--- config.mk ---
export PLATFORM = sky130hd
export DESIGN_NAME = rtcc_status_ctl
export DESIGN_NICKNAME = d
export VERILOG_FILES = /design/src/rtl/rtcc_pkg.sv /design/src/rtl/rtcc_ctl_store.sv /design/src/rtl/rtcc_rd_track.sv /design/src/rtl/rtcc_sticky_flag.sv /design/src/rtl/rtcc_status_ctl.sv
export SDC_FILE = /design/constraint.sdc
export NUM_CORES = 1
export LEC_CHECK = 0
export BUFFER_PORTS_ARGS = -buffer_cell sky130_fd_sc_hd__buf_4
export CAP_MARGIN = 20
export CORE_AREA = 2 2 39 41
export DETAILED_ROUTE_END_ITERATION = 10
export DIE_AREA = 0 0 41 43
export PLACE_DENSITY = 0.69
export SETUP_SLACK_MARGIN = 0.1
export SYNTH_ARGS = -nofsm -noshare
export SYNTH_HDL_FRONTEND = slang
export SYNTH_SLANG_ARGS = --single-unit
--- constraint.sdc ---
create_clock -name clk -period 1.2 [get_ports clk]
set_clock_uncertainty 0.15 [all_clocks]
set_input_delay 0.24 -clock clk [delete_from_list [all_inputs] [get_ports clk]]
set_output_delay 0.24 -clock clk [all_outputs]
set_load 0.01 [all_outputs]
--- src/rtl/rtcc_pkg.sv ---
package rtcc_pkg;
    localparam int BUS_W = 4;

    typedef struct packed {
        logic test;      // bit 3
        logic clk_stop;  // bit 2
        logic bank;      // bit 1
        logic int_stop;  // bit 0
    } rtcc_ctl_t;

    typedef struct packed {
        logic active;    // registered read strobe high
        logic tail;      // registered strobe just fell
    } rd_phase_t;

    localparam rtcc_ctl_t CTL_RESET = '{test: 1'b1, clk_stop: 1'b1, bank: 1'b1, int_stop: 1'b1};

    function automatic logic [BUS_W-1:0] pack_status(input logic dchg, input logic intf);
        return {dchg, 2'b00, intf};
    endfunction
endpackage

--- src/rtl/rtcc_ctl_store.sv ---
module rtcc_ctl_store
    import rtcc_pkg::*;
(
    input  logic             clk,
    input  logic             rst,
    input  logic             wr_en,
    input  logic [BUS_W-1:0] wr_data,
    output rtcc_ctl_t        ctl
);
    always_ff @(posedge clk) begin
        if (rst)
            ctl <= CTL_RESET;
        else if (wr_en)
            ctl <= rtcc_ctl_t'(wr_data);
    end

    // control bits move only on a control write
    assert_hold_no_write_R2: assert property (@(posedge clk) disable iff (rst)
        !wr_en |=> $stable(ctl));
endmodule

--- src/rtl/rtcc_rd_track.sv ---
module rtcc_rd_track
    import rtcc_pkg::*;
(
    input  logic      clk,
    input  logic      rst,
    input  logic      rd_en,
    output rd_phase_t ph
);
    logic rd_q;
    logic rd_q_d;

    always_ff @(posedge clk) begin
        if (rst) begin
            rd_q   <= 1'b0;
            rd_q_d <= 1'b0;
        end else begin
            rd_q   <= rd_en;
            rd_q_d <= rd_q;
        end
    end

    assign ph.active = rd_q;
    assign ph.tail   = rd_q_d & ~rd_q;

    // a read that ends produces a tail cycle
    assert_tail_after_read_R6: assert property (@(posedge clk) disable iff (rst)
        (ph.active && !rd_en) |=> ph.tail);
endmodule

--- src/rtl/rtcc_sticky_flag.sv ---
module rtcc_sticky_flag #(
    parameter bit DEFER = 1'b0
) (
    input  logic clk,
    input  logic rst,
    input  logic event_in,
    input  logic rd_active,
    input  logic rd_tail,
    output logic flag
);
    logic pend;

    generate
        if (DEFER) begin : g_defer
            always_ff @(posedge clk) begin
                if (rst)
                    pend <= 1'b0;
                else if (rd_active && event_in)
                    pend <= 1'b1;
                else if (rd_tail)
                    pend <= 1'b0;
            end
            // timeout inside a read is kept pending
            assert_defer_record_R8: assert property (@(posedge clk) disable iff (rst)
                (rd_active && event_in) |=> pend);
        end else begin : g_drop
            assign pend = 1'b0;
            // event inside a read cannot raise a clear flag
            assert_drop_in_read_R9: assert property (@(posedge clk) disable iff (rst)
                (rd_active && !flag) |=> !flag);
        end
    endgenerate

    always_ff @(posedge clk) begin
        if (rst)
            flag <= 1'b0;
        else if (rd_active)
            flag <= flag;
        else if (rd_tail)
            flag <= event_in | pend;
        else
            flag <= flag | event_in;
    end

    // frozen while the registered strobe is high
    assert_frozen_R7: assert property (@(posedge clk) disable iff (rst)
        rd_active |=> $stable(flag));
    // an event outside a read sets the flag
    assert_event_sets_R4_R5: assert property (@(posedge clk) disable iff (rst)
        (!rd_active && event_in) |=> flag);
    // the tail clears a flag when nothing is pending
    assert_tail_clears_R6: assert property (@(posedge clk) disable iff (rst)
        (rd_tail && !event_in && !pend) |=> !flag);
endmodule

--- src/rtl/rtcc_status_ctl.sv ---
module rtcc_status_ctl
    import rtcc_pkg::*;
#(
    parameter int ADDR_W   = 4,
    parameter int CTL_ADDR = 0
) (
    input  logic              clk,
    input  logic              rst,
    input  logic [ADDR_W-1:0] addr,
    input  logic              rd_stb,
    input  logic              wr_stb,
    input  logic [BUS_W-1:0]  wr_data,
    input  logic              set_tick,
    input  logic              tmr_done,
    input  logic              osc_in,
    input  logic              int_reg_zero,
    output logic [BUS_W-1:0]  rd_data,
    output logic              irq_n,
    output logic              clk_halt,
    output logic              tmr_clear,
    output logic              test_mode,
    output logic              bank_int
);
    localparam logic [ADDR_W-1:0] CTL_SEL = ADDR_W'(CTL_ADDR);

    logic       sel;
    rtcc_ctl_t  ctl;
    rd_phase_t  ph;
    logic       dchg_flag;
    logic       int_flag;
    logic       osc_route;

    assign sel = (addr == CTL_SEL);

    rtcc_ctl_store u_ctl (
        .clk     (clk),
        .rst     (rst),
        .wr_en   (wr_stb & sel),
        .wr_data (wr_data),
        .ctl     (ctl)
    );

    rtcc_rd_track u_rd (
        .clk   (clk),
        .rst   (rst),
        .rd_en (rd_stb & sel),
        .ph    (ph)
    );

    rtcc_sticky_flag #(.DEFER(1'b0)) u_dchg (
        .clk       (clk),
        .rst       (rst),
        .event_in  (set_tick),
        .rd_active (ph.active),
        .rd_tail   (ph.tail),
        .flag      (dchg_flag)
    );

    rtcc_sticky_flag #(.DEFER(1'b1)) u_int (
        .clk       (clk),
        .rst       (rst),
        .event_in  (tmr_done),
        .rd_active (ph.active),
        .rd_tail   (ph.tail),
        .flag      (int_flag)
    );

    assign osc_route = ctl.test & int_reg_zero;
    assign irq_n     = osc_route ? osc_in : ~int_flag;
    assign rd_data   = pack_status(dchg_flag, int_flag);
    assign clk_halt  = ctl.clk_stop;
    assign tmr_clear = ctl.int_stop;
    assign test_mode = ctl.test;
    assign bank_int  = ctl.bank;
endmodule

==> metrics <==
compound-gate portion of the synthesized area=17.6%; critical path startpoint category=flip-flop; Max Root-Sink Buffers=2; synthesized area per cell=9.70 um^2; PD cells=988 mW/mm^2; Synth-to-Final Area Change=62.3%; total grt overflow=0; hold-fix buffers at CTS=0; Synth Area in Simple Gates=26.7%; synthesized cell area=398 um^2; Die Width=41 um; asr flop ratio synth=0%; slowest CP cell=dfxtp_2; nets@finish=84; Fin Hold WS=0.0637 ns; # diodes=0; vias in the first global route=345; Initial Util=28.8%; Hold WC Path Type=in -> reg; drt total wl=841 um; Post-Synthesis Cells=41; reg2reg end=u_ctl.ctl[3]; most common cell in the netlist=dfxtp_1; Tot GR Track Use=11.2%; Post-Synth Adder-Cell Area=0%; sequential element share of the synthesized area=45.3%; Most used DFF post-synth=dfxtp_1; final worst slack=-0.0947 ns; EDFF count, synth=0; Slew Limit Fails=0; max-cap violations=0; Final HPWL DP=644 um; worst vdd ir=0.478 mV; largest family of logic cells by synthesized area=simple AND/OR/NAND/NOR gates; Crit path largest cell delay=0.32 ns; hold path startpoint=rst; first-pass GRT wire length=1300 um; post-DR wirelength/cell=10.1 um; Fmax=0.772 GHz; failing checks=setup timing; Synth top area share=45.3%; hold path cells=2; critical-path cell list=buf_4, buf_6, buf_6; largest net degree at the start of global routing=10; Unique masters post-synth=19; Final setup viols=2; CTS tree=built; worst reg2reg startpoint=u_ctl.ctl[3]; Rows=14; YS warnings=0; Leak=0.291 nW; H-Tree Depth=1; worst setup path class=reg -> out; die height=43 um; die area=0.00176 mm^2; critical path arrival=0.90 ns; #FFs+latches synth=9; I/O Buffers=22; CTS sink count=9; Final Cycle Share=108%; routed vias=385; clock root buffer=clkbuf_4; # IOs=25; Hold EP=u_dchg.flag; final RePlAce weighted congestion=0.646; CP required=0.81 ns; R2R depth=3; setup_tns=-0.180 ns; top cells by area, synth=dfxtp_1 (45%), a211o_1 (8.8%), and3_2 (7.5%); Register-to-Register Setup Slack=0.12 ns; DRT antenna net count=0; Clock transition at path regs=0.06 ns; Core ar.=0.00138 mm^2; PnR Total Power=638 uW; Final min period=1.29 ns; RSZ-0062 raised after global routing=true; critical-path maximum fanout=2; biggest area consumer among synthesized cells=dfxtp_1; DR pass1 iterations=4; Clk Latency, worst-skew pair=0.24 ns; commonest cells in the synthesized netlist=dfxtp_1 (9), a211o_1 (4), and3_2 (4), buf_4 (4), a21oi_1 (3); layout cells sized above 1=65.7%; multiplexer area fraction after synthesis=0%; status=complete, but fails checks; most frequent CP cell=buf_6; initial antenna violation count=0; drt drc=0; XOR/XNOR share of the synthesized area=0%; Inserted Clock Buffers=3; Final Hold Fails=0; post-DR vias/cell=4.64; initial DRC count=4; CP Capture Type=output port
## cell families after synthesis
logic type,Yosys count
DFF,9
other,1
and+or+nand+nor,15
AOI/OAI and AO/OA,10
buffers and inverters,6
## stage by stage
| step | worst slack, ns | utilization [%] | area, um^2 | cells |
|---|---|---|---|---|
| global route | -0.163 | 46.7 | 646 | 83 |
| finish | -0.0947 | 46.7 | 646 | 83 |
| CTS | -0.0998 | 44.9 | 622 | 81 |
| floorplan | 0.00708 | - | 402 | 42 |
| global placement | -0.0892 | 40.5 | 561 | 76 |
| detailed placement | -0.112 | 40.5 | 561 | 76 |
## layer usage
layer | global-route usage (%) | wire [um]
met1 | 11.4 | 299
met2 | 17.5 | 450
met3 | 4.19 | 91
met4 | 8.00 | 0
met5 | 0 | 0
## power breakdown
part           total [mW]  switching [mW]  leakage [nW]  internal (mW)
combinational       0.103          0.0381         0.204         0.0651
clock               0.219          0.0918        0.0150          0.127
sequential          0.316         0.00644        0.0720          0.309
## layout make-up
class / instances / area, um^2
tap: 16 / 20.0
fill: 147 / 738
inverter: 1 / 3.75
multi-input combinational: 27 / 186
clock buffer: 4 / 26.3
sequential: 9 / 188
timing repair buffer: 26 / 221
## timing repair
action	in CTS	in global routing
cloned	0	0
setup endpoints to repair	6	7
gates resized for setup	11	3
setup buffers	1	2
## layout by cell type, fill, tap and decap left out, types with 3 or more instances in the layout
cell and n:
a21oi_1 3, buf_6 7, dfxtp_1 3, buf_4 19, dfxtp_2 6, and3_2 4
a211o_1 4, clkbuf_4 3
## worst max-delay path by stage
stage	startpoint	slack, ns	end	cells past startpoint
3_5_place_dp	addr[2]	-0.11	u_ctl.ctl[3]	4
2_1_floorplan	addr[2]	0.007	u_ctl.ctl[0]	3
3_3_place_gp	addr[2]	-0.09	u_ctl.ctl[2]	4
5_1_grt	u_ctl.ctl[3]	-0.16	irq_n	4
6_report	u_ctl.ctl[3]	-0.09	test_mode	3
4_1_cts	u_ctl.ctl[3]	-0.1	irq_n	4
## flip-flops by register name, indices dropped and copies added (netlist names)
register and count:
u_int.pend 1, u_rd.rd_q_d 1, u_int.flag 1, u_ctl.ctl 4, u_rd.rd_q 1, u_dchg.flag 1
## worst max-delay path, delay by kind of cell (launching register included)
kind | cells | cell delay (ns)
DFF | 1 | 0.32
buffers and inverters | 3 | 0.34
Power figures use the tool's default switching activity.
